$ cat src/rtl/cpl_coal_pkg.sv
package cpl_coal_pkg;

    localparam int ADDR_W = 12;
    localparam int DATA_W = 32;
    localparam int THR_W  = 7;

    localparam logic [ADDR_W-1:0] OFF_MOD  = 12'h20C;
    localparam logic [ADDR_W-1:0] OFF_STAT = 12'h220;
    localparam logic [ADDR_W-1:0] OFF_MASK = 12'h228;

    localparam int MOD_EN_BIT  = 15;
    localparam int CNT_LSB     = 8;
    localparam int TIME_LSB    = 0;
    localparam int DONE_BIT    = 16;

    localparam logic [THR_W-1:0] DEF_CNT_LIMIT  = 7'd20;
    localparam logic [THR_W-1:0] DEF_TIME_LIMIT = 7'd20;

    typedef enum logic [0:0] {
        CO_IDLE   = 1'b0,
        CO_GATHER = 1'b1
    } co_state_e;

endpackage

$ cat src/rtl/cpl_coal_regs.sv
module cpl_coal_regs
    import cpl_coal_pkg::*;
(
    input  logic              clk,
    input  logic              rst_n,
    input  logic              we,
    input  logic [ADDR_W-1:0] addr,
    input  logic [DATA_W-1:0] wdata,
    input  logic              fire,
    output logic              mod_en,
    output logic [THR_W-1:0]  cnt_limit,
    output logic [THR_W-1:0]  time_limit,
    output logic              done_flag,
    output logic              done_mask,
    output logic [DATA_W-1:0] rdata
);

    logic wr_mod, wr_stat, wr_mask;
    logic unused_wbits;

    assign wr_mod  = we && (addr == OFF_MOD);
    assign wr_stat = we && (addr == OFF_STAT);
    assign wr_mask = we && (addr == OFF_MASK);
    assign unused_wbits = ^{wdata[DATA_W-1:DONE_BIT+1], wdata[7]};

    always_ff @(posedge clk) begin
        if (!rst_n) begin
            mod_en     <= 1'b1;
            cnt_limit  <= DEF_CNT_LIMIT;
            time_limit <= DEF_TIME_LIMIT;
            done_mask  <= 1'b0;
            done_flag  <= 1'b0;
        end else begin
            if (wr_mod) begin
                mod_en     <= wdata[MOD_EN_BIT];
                cnt_limit  <= wdata[CNT_LSB +: THR_W];
                time_limit <= wdata[TIME_LSB +: THR_W];
            end
            if (wr_mask) begin
                done_mask <= wdata[DONE_BIT];
            end
            // a new event wins over a clearing write in the same cycle
            done_flag <= fire || (done_flag && !(wr_stat && wdata[DONE_BIT]));
        end
    end

    always_comb begin
        rdata = '0;
        if (addr == OFF_MOD) begin
            rdata[MOD_EN_BIT]          = mod_en;
            rdata[CNT_LSB +: THR_W]    = cnt_limit;
            rdata[TIME_LSB +: THR_W]   = time_limit;
        end else if (addr == OFF_STAT) begin
            rdata[DONE_BIT] = done_flag;
        end else if (addr == OFF_MASK) begin
            rdata[DONE_BIT] = done_mask;
        end
    end

endmodule

$ cat src/rtl/cpl_coal_fsm.sv
module cpl_coal_fsm
    import cpl_coal_pkg::*;
#(
    parameter int TICKS_PER_UNIT = 20
)(
    input  logic             clk,
    input  logic             rst_n,
    input  logic             cpl_in,
    input  logic             us_tick,
    input  logic             mod_en,
    input  logic [THR_W-1:0] cnt_limit,
    input  logic [THR_W-1:0] time_limit,
    output logic             fire,
    output logic [THR_W:0]   pend_cnt,
    output logic [THR_W:0]   age_units,
    output logic             idle
);

    localparam int PRE_W = (TICKS_PER_UNIT > 1) ? $clog2(TICKS_PER_UNIT) : 1;
    localparam logic [PRE_W-1:0] PRE_LAST = PRE_W'(TICKS_PER_UNIT - 1);

    co_state_e state, state_nxt;
    logic [PRE_W-1:0] presc;
    logic [THR_W:0]   pend_sum;
    logic             cnt_hit, time_hit, unit_end;

    // state register
    always_ff @(posedge clk) begin
        if (!rst_n) begin
            state <= CO_IDLE;
        end else begin
            state <= state_nxt;
        end
    end

    // next-state decode
    always_comb begin
        state_nxt = state;
        unique case (state)
            CO_IDLE:   state_nxt = (cpl_in && !fire) ? CO_GATHER : CO_IDLE;
            CO_GATHER: state_nxt = fire ? CO_IDLE : CO_GATHER;
            default:   state_nxt = CO_IDLE;
        endcase
    end

    // outputs of the state machine
    always_comb begin
        pend_sum = (&pend_cnt) ? pend_cnt : pend_cnt + {{THR_W{1'b0}}, cpl_in};
        cnt_hit  = pend_sum > {1'b0, cnt_limit};
        time_hit = (state == CO_GATHER) && (age_units > {1'b0, time_limit});
        fire     = mod_en ? (cnt_hit || time_hit) : cpl_in;
        unit_end = us_tick && (presc == PRE_LAST);
        idle     = (state == CO_IDLE);
    end

    // pending counter, prescaler and age timer
    always_ff @(posedge clk) begin
        if (!rst_n || fire) begin
            pend_cnt  <= '0;
            age_units <= '0;
            presc     <= '0;
        end else begin
            pend_cnt <= pend_sum;
            if (state == CO_IDLE) begin
                presc     <= '0;
                age_units <= '0;
            end else if (us_tick) begin
                if (unit_end) begin
                    presc <= '0;
                    if (!(&age_units)) begin
                        age_units <= age_units + 1'b1;
                    end
                end else begin
                    presc <= presc + 1'b1;
                end
            end
        end
    end

endmodule

$ cat src/rtl/cpl_irq_coalescer.sv
module cpl_irq_coalescer
    import cpl_coal_pkg::*;
#(
    parameter int TICKS_PER_UNIT = 20
)(
    input  logic        clk,
    input  logic        rst_n,
    input  logic        cpl_pulse,
    input  logic        us_tick,
    input  logic        reg_we,
    input  logic [11:0] reg_addr,
    input  logic [31:0] reg_wdata,
    output logic [31:0] reg_rdata,
    output logic        irq
);

    logic             mod_en;
    logic [THR_W-1:0] cnt_limit, time_limit;
    logic             done_flag, done_mask, fire, idle;
    logic [THR_W:0]   pend_cnt, age_units;

    cpl_coal_regs u_regs (
        .clk        (clk),
        .rst_n      (rst_n),
        .we         (reg_we),
        .addr       (reg_addr),
        .wdata      (reg_wdata),
        .fire       (fire),
        .mod_en     (mod_en),
        .cnt_limit  (cnt_limit),
        .time_limit (time_limit),
        .done_flag  (done_flag),
        .done_mask  (done_mask),
        .rdata      (reg_rdata)
    );

    cpl_coal_fsm #(
        .TICKS_PER_UNIT (TICKS_PER_UNIT)
    ) u_fsm (
        .clk        (clk),
        .rst_n      (rst_n),
        .cpl_in     (cpl_pulse),
        .us_tick    (us_tick),
        .mod_en     (mod_en),
        .cnt_limit  (cnt_limit),
        .time_limit (time_limit),
        .fire       (fire),
        .pend_cnt   (pend_cnt),
        .age_units  (age_units),
        .idle       (idle)
    );

    assign irq = done_flag && done_mask;

endmodule

$ cat config.mk
export PLATFORM = sky130hd
export DESIGN_NAME = cpl_irq_coalescer
export DESIGN_NICKNAME = d
export VERILOG_FILES = /design/src/rtl/cpl_coal_pkg.sv /design/src/rtl/cpl_coal_regs.sv /design/src/rtl/cpl_coal_fsm.sv /design/src/rtl/cpl_irq_coalescer.sv
export SDC_FILE = /design/constraint.sdc
export NUM_CORES = 1
export LEC_CHECK = 0
export BUFFER_PORTS_ARGS = -buffer_cell sky130_fd_sc_hd__buf_2
export CAP_MARGIN = 20
export CORE_ASPECT_RATIO = 2
export CORE_UTILIZATION = 28
export DETAILED_ROUTE_END_ITERATION = 8
export PLACE_DENSITY = 0.59
export SETUP_SLACK_MARGIN = 0.4
export SLEW_MARGIN = 20
export SYNTH_ARGS = -nofsm -noshare
export SYNTH_HDL_FRONTEND = slang
export SYNTH_SLANG_ARGS = --single-unit
$ cat constraint.sdc
create_clock -name clk -period 2.65 [get_ports clk]
set_input_delay 0.265 -clock clk [delete_from_list [all_inputs] [get_ports clk]]
set_output_delay 0.265 -clock clk [all_outputs]
set_load 0.01 [all_outputs]
* Word level (Yosys, flattened, before mapping)
Cells that the tools add are included.
** Cells by class
- $add $sub $neg :: 3
- $lt $le $gt $ge :: 2
- Equal/unequal tests :: 4
- Mux-type cells :: 11
- Bitwise operators :: 2
- Reductions and logical operators :: 19
** Operators with widths (number)
- $eq 12x10->1 const B :: 3
- $gt 8x7->1 :: 2
- $mux 8 :: 2
- $reduce_and 8->1 :: 2
- $logic_and 1x1->1 :: 9
- $add 8x1->8 :: 1
- $add 8x1->8 const B :: 1
- $mux 7 :: 1
- $mux 1 :: 6
- $add 5x1->5 const B :: 1
- $eq 5x5->1 const B :: 1
- $mux 5 :: 1
- $logic_not 1->1 :: 3
- $logic_or 1x1->1 :: 3
- $reduce_and 3->1 :: 1
- $not 1->1 :: 2
- $pmux 1 s2 :: 1
- $reduce_or 2->1 :: 1
** Word-level totals
- Register bits after elaboration :: 39
- Input port bits :: 49
- Output and inout bits :: 33
- Word-level logic and storage cells :: 50

* Depth between registers and ports, before layout
Gate-level depths: netlist of the first run.
- Depth after elaboration :: 9
- Depth in mapped cells :: 13
- Gate-level depth less buffers :: 12

* Cells and area by module
Synthesis of the first run repeated with hierarchy kept, for this count alone.
** Second synthesis, totals
- Cell total of the unflattened synthesis :: 298
- Area total of the unflattened synthesis :: 2615.0 um^2
** Modules (own cells, without submodules)
- cpl_coal_fsm :: instances 1, cells each 174, area each 1587.8 um^2, sequential area each 440.4 um^2
- cpl_coal_regs :: instances 1, cells each 123, area each 1021.0 um^2, sequential area each 340.3 um^2
- cpl_irq_coalescer :: instances 1, cells each 1, area each 6.3 um^2, sequential area each 0.0 um^2

* Least setup slack after synthesis of the first run
No wires, ideal clock.
- Path type :: register to register
- Start :: register u_fsm.pend_cnt[1]
- End :: register u_fsm.age_units[3]
- Library setup time :: 0.064 ns
- Data arrival time :: 2.386 ns
- Data required time :: 2.586 ns
- Slack :: 0.200 ns
- Stages on the path, launching flop included :: 12
- Path buffers :: 2
- Period minus slack after synthesis :: 2.450 ns
- Path through :: dfxtp_1 nand4_1 or2_2 clkbuf_1 nand2_1 ha_1 a21oi_1 a21boi_0 o41ai_4 nand4b_4 buf_6 nor2_1
** On the way
- Cells in the longest elaborated chain, start to end :: 7
- Elaborated cells between the ends (all ways) :: 8
- Classes of those cells :: 1 x add/sub; 1 x order compare; 2 x mux; 4 x reduce/logical
** RTL lines
- from (decl) :: line cpl_coal_fsm.sv:14 : output logic [THR_W:0] pend_cnt,
- from (signal assigned) :: line cpl_coal_fsm.sv:63 : pend_cnt <= pend_sum;
- $add 8x1->8 or $reduce_and 8->1 (tied branches) :: line cpl_coal_fsm.sv:48 : pend_sum = (&pend_cnt) ? pend_cnt : pend_cnt + {{THR_W{1'b0}}, cpl_in};
- $mux 8 * :: line cpl_coal_fsm.sv:48
- named net u_fsm.pend_sum[4] :: line cpl_coal_fsm.sv:24 : logic [THR_W:0] pend_sum;
- $gt 8x7->1 * :: line cpl_coal_fsm.sv:49 : cnt_hit = pend_sum > {1'b0, cnt_limit};
- $logic_or 1x1->1 * :: line cpl_coal_fsm.sv:51 : fire = mod_en ? (cnt_hit || time_hit) : cpl_in;
- $mux 1 * :: line cpl_coal_fsm.sv:51
- $logic_or 1x1->1 * :: line cpl_coal_fsm.sv:58 : if (!rst_n || fire) begin
- $reduce_or 2->1 (no line) *
- to (signal assigned) :: line cpl_coal_fsm.sv:71 : age_units <= age_units + 1'b1;
- to (decl) :: line cpl_coal_fsm.sv:15 : output logic [THR_W:0] age_units,
Mark *: on every way through the listed nets, which the timed path passes. The rest lies on a longest branch.
A chain may end at the register's enable or synchronous reset.

* Worst setup path in the final report of the first run
- Start :: register u_fsm.pend_cnt[0]
- End :: register u_fsm.presc[1]
** On the way
- Cells in the longest elaborated chain, start to end :: 7
- Elaborated cells between the ends (all ways) :: 8
- Classes of those cells :: 1 x add/sub; 1 x order compare; 2 x mux; 4 x reduce/logical
** RTL lines
- $add 8x1->8 or $reduce_and 8->1 (tied branches) :: line cpl_coal_fsm.sv:48
- $mux 8 * :: line cpl_coal_fsm.sv:48
- named net u_fsm.pend_sum[6] :: line cpl_coal_fsm.sv:24
- $gt 8x7->1 * :: line cpl_coal_fsm.sv:49
- $logic_or 1x1->1 * :: line cpl_coal_fsm.sv:51
- $mux 1 * :: line cpl_coal_fsm.sv:51
- $logic_or 1x1->1 * :: line cpl_coal_fsm.sv:58
- $reduce_or 2->1 (no line) *
- to (signal assigned) :: line cpl_coal_fsm.sv:74 : presc <= presc + 1'b1;
- to (decl) :: line cpl_coal_fsm.sv:23 : logic [PRE_W-1:0] presc;
Marks and branches as above.

==> metrics.md, run 1 <==
| Metric | Value |
|---|---|
| TritonCTS Sinks | 39 |
| Final period utilization | 0.989 |
| Cell Area, Placed | 2860 sq um |
| Synth-to-Final Area Change | 36.6% |
| Number of global-route vias before repair | 2369 |
| Clock buffer depth | 2 |
| Reg2Reg Depth | 14 |
| Via Count | 2264 |
| Detailed-route DRC error count | 0 |
| Worst slew pin tran | roughly 570 ps |
| Final instance area | about 3300 sq um |
| RSZ-0062 raised after global routing | yes |
| Antenna-violating nets left | 0 |
| R2R Setup Slk | between 20 and 30 ps |
| Crit path arrival time | 2800 ps |
| Most area-hungry cell type in the Yosys netlist | dfxtp_1 |
| Worst hold path type | input pin to flop |
| Number of flops mapped to enable cells by yosys | 0 |
| Diodes inserted | 0 |
| MaxCap Viol Count | 0 |
| Synthesis warning total | 0 |
| Synth top cells by count | 43 x nand2_1, 39 x dfxtp_1, 23 x inv_1, 20 x a21oi_1, 20 x nor2_1 |
| Finish-stage setup viols | 0 |
| Synth Register Bits | 39 |
| Worst vdd ir | 0.419 mV |
| Critical path launch point | u_fsm.pend_cnt[0] |
| Clk Latency, worst-skew pair | around 290 ps |
| FMAX | 0.381 GHz |
| Rows | 47 |
| Wire per inst | 14.1 um |
| Pre-CTS setup slack | -64.5 ps |
| LEAKAGE | between 1 and 1.5 nW |
| Net count, final | 435 |
| Final Power | ~1.4 mW |
| DR iter-0 viols | between 50 and 60 |
| Mean post-synth cell area | 8.28 sq um |
| Hold Vio Cnt, Final | 0 |
| Starting Density | 0.292 |
| Hpwl dp | 4.84 mm |
| Kind of critical path | flop to flop |
| Outcome | finished clean |
| CTS H-tree depth | 2 |
| CP endpoint kind | flop |
| Clock period minus final worst setup slack | approximately 2600 ps |
| Worst relative slew slack | 0.615 |
| Layout cells sized above 1 | 0.347 |
| Sum Neg Setup Slack | 0 ps |
| Boundary pin count | 82 |
| Worst R2R Start | u_fsm.pend_cnt[0] |
| Global-route wire length before repair | 10.8 mm |
| Largest net degree at the start of global routing | 18 |
| Register area share after synthesis | 0.321 |
| Final Util | 0.398 |
| Gr usage total | 0.159 |
| Slew Limit Fails | 0 |
| WHS | 197 ps |
| Overall die height | about 130 um |
| Routed vias/inst | 4.85 |
| DP Cell Count | between 400 and 500 |
| Fill cell count | between 800 and 900 |
| Cts bufs inserted | 5 |
| Clock transition at path regs | 60 ps |
| CP Launch Type | flop |
| Routed WL | approximately 6.6 mm |
| Ys flop type | dfxtp_1 |
| CTS tree | built |
| Worst Hold Depth | 3 |
| Async SR Flop Fraction | 0 |
| Final worst setup slack | 28.4 ps |
| RR Endpoint | u_fsm.presc[1] |
| Die span in x | slightly below 70 um |
| Placeable Area | 8350 sq um |
| Die area | 9100 sq um |
| Share of the synthesized area in the top cell type | 0.321 |
| Cell variety after synth | 52 |
| Synth top area cells | dfxtp_1 32%, ha_1 9.2%, nand2_1 6.6%, buf_4 5.2%, a21oi_1 4.1% |
| Crit path max fanout | 5 |
| Global placement routability congestion | roughly 0.76 |
| Buffers on Ports | 49 |
| Final non-filler cell total | about 470 |
| Pwr Density | 422 nW/um^2 |
| GR Overflow Total | 0 |
| Post-Syn Area | 2430 sq um |
| Initial antenna violation count | 0 |
| Critical Path Sink | u_fsm.presc[1] |
| Setup Skew | a little under 8 ps |
| Top-count cell post-synth | nand2_1 |
| First-pass detailed-route iteration total | 4 |
| Syn Inst Count | just under 300 |
| Data required, critical path | 2830 ps |
| Clock root buffer | clkbuf_16 |
## report_power, final
group	internal [mW]	switching, mW
logic	0.0500	0.0625
clock network	0.444	0.245
registers	0.592	0.0100
total	1.09	0.317
## final cells by class
cell class,instances,area (sq um),area share
Inverter,23,86.3,0.0260
Clock inverter,3,43.8,0.0132
Clock buffer,5,125,0.0376
Tap cell,98,123,0.0369
Multi-Input combinational cell,226,1700,0.512
Timing Repair Buffer,73,454,0.137
Sequential cell,39,791,0.238
## sequential cells by signal, summed over array words and instances, names as in the netlist
signal             cells
u_regs.mod_en          1
u_regs.cnt_limit       7
u_regs.done_mask       1
u_regs.time_limit      7
u_fsm.state            1
u_fsm.age_units        8
u_fsm.presc            5
u_regs.done_flag       1
u_fsm.pend_cnt         8
## critical path: stages (launching register included)
cell and delay (ps):
dfxtp_4 390, ha_4 150, and3_4 180, buf_4 110, and4_4 230, nand3_1 90, o21ai_2 90, inv_2 70
ha_4 270, o22ai_1 80, a41oi_2 220, o41ai_4 130, buf_4 160, nand4b_4 140, and2b_2 230
## cells in the final DEF, fill, tap and decap left out, types with 3 or more instances in the layout
cell / Yosys / layout
buf_2: 1 / 49
and2_1: 16 / 16
mux2i_1: 7 / 7
ha_4: 0 / 6
nor2b_1: 4 / 4
nand4_1: 4 / 4
xor2_1: 5 / 3
a21oi_2: 0 / 3
clkbuf_16: 0 / 5
inv_1: 23 / 22
buf_4: 17 / 21
nor3_1: 5 / 5
dfxtp_1: 39 / 35
a21oi_1: 20 / 17
o21a_1: 3 / 3
and3_1: 3 / 3
nor2_1: 20 / 13
ha_1: 18 / 12
o211ai_1: 5 / 5
nand3_1: 8 / 8
conb_1: 1 / 16
nor2_4: 0 / 5
o21ai_0: 7 / 4
nand2_1: 43 / 41
nand2b_1: 4 / 4
## how the worst min path moves through the flow
stage / slack [ps] / endpoint / startpoint
after global routing: 210 / u_regs.cnt_limit[2] / reg_wdata[10]
after floorplan: 390 / u_regs.mod_en / reg_wdata[15]
after global placement: 450 / u_regs.time_limit[5] / u_regs.time_limit[5]
after CTS: 200 / u_regs.cnt_limit[2] / reg_wdata[10]
final: 200 / u_regs.cnt_limit[2] / reg_wdata[10]
after detailed placement: 460 / u_regs.time_limit[1] / u_regs.time_limit[1]
## cells by family (layout without fill, tap and decap cells)
logic type | Yosys count | in the layout | synth area share
other | 1 | 16 | 0.00154
flip-flops | 39 | 39 | 0.321
AND/OR/NAND/NOR | 128 | 130 | 0.297
AO/OA/AOI/OAI | 48 | 48 | 0.134
XOR/XNOR | 7 | 7 | 0.0252
multiplexers | 7 | 7 | 0.0288
buffers and inverters | 46 | 104 | 0.101
adder cells (fa/ha/maj) | 18 | 18 | 0.0925
## layer usage
metal	part of all wire	GRT usage
met3	0.028	0.0281
met5	0	0
met2	0.59	0.314
met1	0.34	0.137
met4	0.044	0.0880
## repair_timing
action	in CTS	in global routing
pin swaps	12	7
gates resized for setup	15	19
setup endpoints to repair	23	23
setup buffers	9	2
hold buffers	0	0
hold endpoints to repair	0	0
cloned	2	0
(Power assumes the default switching activity.)
==> run 2, diff against run 1 <==
--- a/config.mk
+++ b/config.mk
@@ -7,2 +7,3 @@
 export LEC_CHECK = 0
+export ABC_AREA = 1
 export BUFFER_PORTS_ARGS = -buffer_cell sky130_fd_sc_hd__buf_2
@@ -12,3 +13,3 @@
 export DETAILED_ROUTE_END_ITERATION = 8
-export PLACE_DENSITY = 0.59
+export PLACE_DENSITY = 0.58
 export SETUP_SLACK_MARGIN = 0.4
--- a/constraint.sdc
+++ b/constraint.sdc
@@ -3,2 +3,2 @@
 set_output_delay 0.265 -clock clk [all_outputs]
-set_load 0.01 [all_outputs]
+set_load 0.1 [all_outputs]
==> metrics.md, run 2 <==
| Metric | Value |
|---|---|
| Register area share after synthesis | 0.317 (was 0.321) |
| Largest registers | u_fsm.age_units (8), u_fsm.pend_cnt (8) (unchanged) |
| Clk Latency, worst-skew pair | 280 ps (was 290 ps) |
| Ys flop type | dfxtp_1 (unchanged) |
| Cell Area, Placed | 2980 sq um (was 2860 sq um) |
| Number of global-route vias before repair | 2396 (was 2369) |
| Detailed-route DRC error count | 0 (unchanged) |
| Global placement routability congestion | 0.841 (was 0.757) |
| Data required, critical path | 2820 ps (was 2830 ps) |
| Layout cells sized above 1 | 0.297 (was 0.347) |
| Finish-stage setup viols | 0 (unchanged) |
| Starting Density | 0.287 (was 0.292) |
| Setup Skew | 2.36 ps (was 7.80 ps) |
| DR iter-0 viols | 56 (unchanged) |
| Synth-to-Final Area Change | 36.3% (was 36.6%) |
| Synth Register Bits | 39 (unchanged) |
| Clock transition at path regs | 60 ps (about the same) |
| Diodes inserted | 0 (unchanged) |
| FMAX | 0.425 GHz (was 0.381 GHz) |
| Buffers on Ports | 49 (unchanged) |
| Top-count cell post-synth | inv_1 (was nand2_1) |
| Slew Limit Fails | 0 (unchanged) |
| Via Count | 2295 (was 2264) |
| MaxCap Viol Count | 0 (unchanged) |
| Net count, final | 484 (was 435) |
| RSZ-0062 raised after global routing | yes (unchanged) |
| Hold Vio Cnt, Final | 0 (unchanged) |
| Crit path max fanout | 7 (was 5) |
| GR Overflow Total | 0 (unchanged) |
| Share of the synthesized area in the top cell type | 0.317 (was 0.321) |
| Clock root buffer | clkbuf_16 (unchanged) |
| Kind of critical path | flop to flop (unchanged) |
| Pwr Density | 407 nW/um^2 (was 422 nW/um^2) |
| Most common cell after layout, fill and taps aside | inv_1 (was buf_2) |
| First-pass detailed-route iteration total | 4 (unchanged) |
| Rows | 48 (was 47) |
| LEAKAGE | 1.61 nW (was 1.41 nW) |
| Final worst setup slack | 299 ps (was 28.4 ps) |
| Synthesis warning total | 0 (unchanged) |
| Async SR Flop Fraction | 0 (unchanged) |
| Final non-filler cell total | 518 (was 467) |
| Hpwl dp | 4.52 mm (was 4.84 mm) |
| CP endpoint kind | flop (unchanged) |
| Gr usage total | 0.144 (was 0.159) |
| Syn Inst Count | 359 (was 294) |
| CTS H-tree depth | 2 (unchanged) |
| Pre-CTS setup slack | 30.6 ps (was -64.5 ps) |
| Post-Syn Area | 2460 sq um (was 2430 sq um) |
| Outcome | finished clean (unchanged) |
| Synth top cells by count | 70 x inv_1, 57 x nand2_1, 51 x nor2_1, 39 x dfxtp_1, 18 x ha_1 (was 43 x nand2_1, 39 x dfxtp_1, 23 x inv_1, 20 x a21oi_1, 20 x nor2_1) |
| Clock period minus final worst setup slack | 2350 ps (was 2620 ps) |
| Hold_buf cts | 0 (unchanged) |
| Mean post-synth cell area | 6.86 sq um (was 8.28 sq um) |
| Die span in x | 68.3 um (was 67.9 um) |
| CTS tree | built (unchanged) |
| Initial antenna violation count | 0 (unchanged) |
| WHS | 259 ps (was 197 ps) |
| TritonCTS Sinks | 39 (unchanged) |
| Boundary pin count | 82 (unchanged) |
| CP Launch Type | flop (unchanged) |
| Cts bufs inserted | 5 (unchanged) |
| Largest net degree at the start of global routing | 31 (was 18) |
| Global-route wire length before repair | 9.98 mm (was 10.8 mm) |
| Crit path arrival time | 2520 ps (was 2800 ps) |
| Routed vias/inst | 4.43 (was 4.85) |
| Final period utilization | 0.887 (was 0.989) |
| Worst hold path type | input pin to flop (unchanged) |
| Overall die height | 135 um (was 134 um) |
| Number of flops mapped to enable cells by yosys | 0 (unchanged) |
| Clock buffer depth | 2 (unchanged) |
| Placeable Area | 8590 sq um (was 8350 sq um) |
| Routed WL | 5.88 mm (was 6.60 mm) |
| Wire per inst | 11.4 um (was 14.1 um) |
| Synth top area cells | dfxtp_1 32%, inv_1 11%, ha_1 9.1%, nand2_1 8.7%, nor2_1 7.8% (was dfxtp_1 32%, ha_1 9.2%, nand2_1 6.6%, buf_4 5.2%, a21oi_1 4.1%) |
| Antenna-violating nets left | 0 (unchanged) |
| DP Cell Count | 502 (was 446) |
| Sum Neg Setup Slack | 0 ps (unchanged) |
| Die area | 9200 sq um (was 9100 sq um) |
| Fill cell count | 924 (was 865) |
| Commonest non-fill, non-tap cells in the layout | 65 x inv_1, 48 x nand2_1, 42 x nor2_1 (was 49 x buf_2, 41 x nand2_1, 35 x dfxtp_1) |
| Final instance area | 3360 sq um (was 3330 sq um) |
| Cell variety after synth | 33 (was 52) |
| Most area-hungry cell type in the Yosys netlist | dfxtp_1 (unchanged) |
| Worst vdd ir | 0.440 mV (was 0.419 mV) |
==> run 2: worst paths after layout <==
path                               to              start  slack [ps]  cells after the start
setup / recovery          u_fsm.state  u_fsm.pend_cnt[0]         300                     18
hold / removal    u_regs.cnt_limit[2]      reg_wdata[10]         260                      3
setup reg to reg          u_fsm.state  u_fsm.pend_cnt[0]         300                     18
hold reg to reg      u_regs.done_mask   u_regs.done_mask         470                      2
==> run 2: logic make-up (layout without fill, tap and decap cells) <==
logic type      after synthesis  in the layout  synth area share
flops                        39             39             0.317
other cells                   1             16           0.00152
compound gates               44             44             0.100
xor+xnor                      9              9            0.0320
fa+ha+maj                    18             18            0.0915
simple gates                153            154             0.286
buf+inv                      95            138             0.172
==> run 2: final cells by class <==
cell class | count | area (sq um) | area share
multi-input combinational | 241 | 1500 | 0.446
sequential | 39 | 786 | 0.234
timing repair buffer | 58 | 542 | 0.161
inverter | 72 | 270 | 0.0805
clock buffer | 7 | 133 | 0.0395
tap | 100 | 125 | 0.0373
clock inverter | 1 | 5.00 | 0.00149
==> run 2: through the flow <==
stage	total power, mW	util
final	1.36	0.391
after detailed placement	0.791	0.346
after CTS	1.38	0.376
after global placement	0.789	0.346
after global routing	1.42	0.391
after floorplan	0.772	-
==> run 2: power by group <==
| part | internal (mW) | switching (mW) |
|---|---|---|
| clock | 0.347 | 0.222 |
| combinational | 0.0409 | 0.152 |
| sequential | 0.593 | 0.00905 |
==> run 2: timing repair <==
action	in CTS	in global routing
setup buffers	6	1
cloned	1	0
pin swaps	10	13
resized for setup	14	35
endpoints found under the hold margin	0	0
endpoints found under the setup margin	23	23
==> run 2: routing by layer <==
metal,global-route usage,routed length [um]
met2,0.288,3560
met4,0.0509,104
met1,0.132,2050
met5,0,0
met3,0.0262,169
==> run 2: critical path: stages (launching register included) <==
cell     delay, ps
dfxtp_4        370
ha_4           150
nand2_4         60
nor2_4         130
buf_6          120
xor2_1         150
nand2_1        120
ha_4           290
nand2_2         60
nor2_4         110
nand2_1         60
nand3_1         60
nand2_1         50
nand2_1         60
nand2_2         60
nand3_2         70
nand2_4         90
nand3_4        160
nand2_2         60
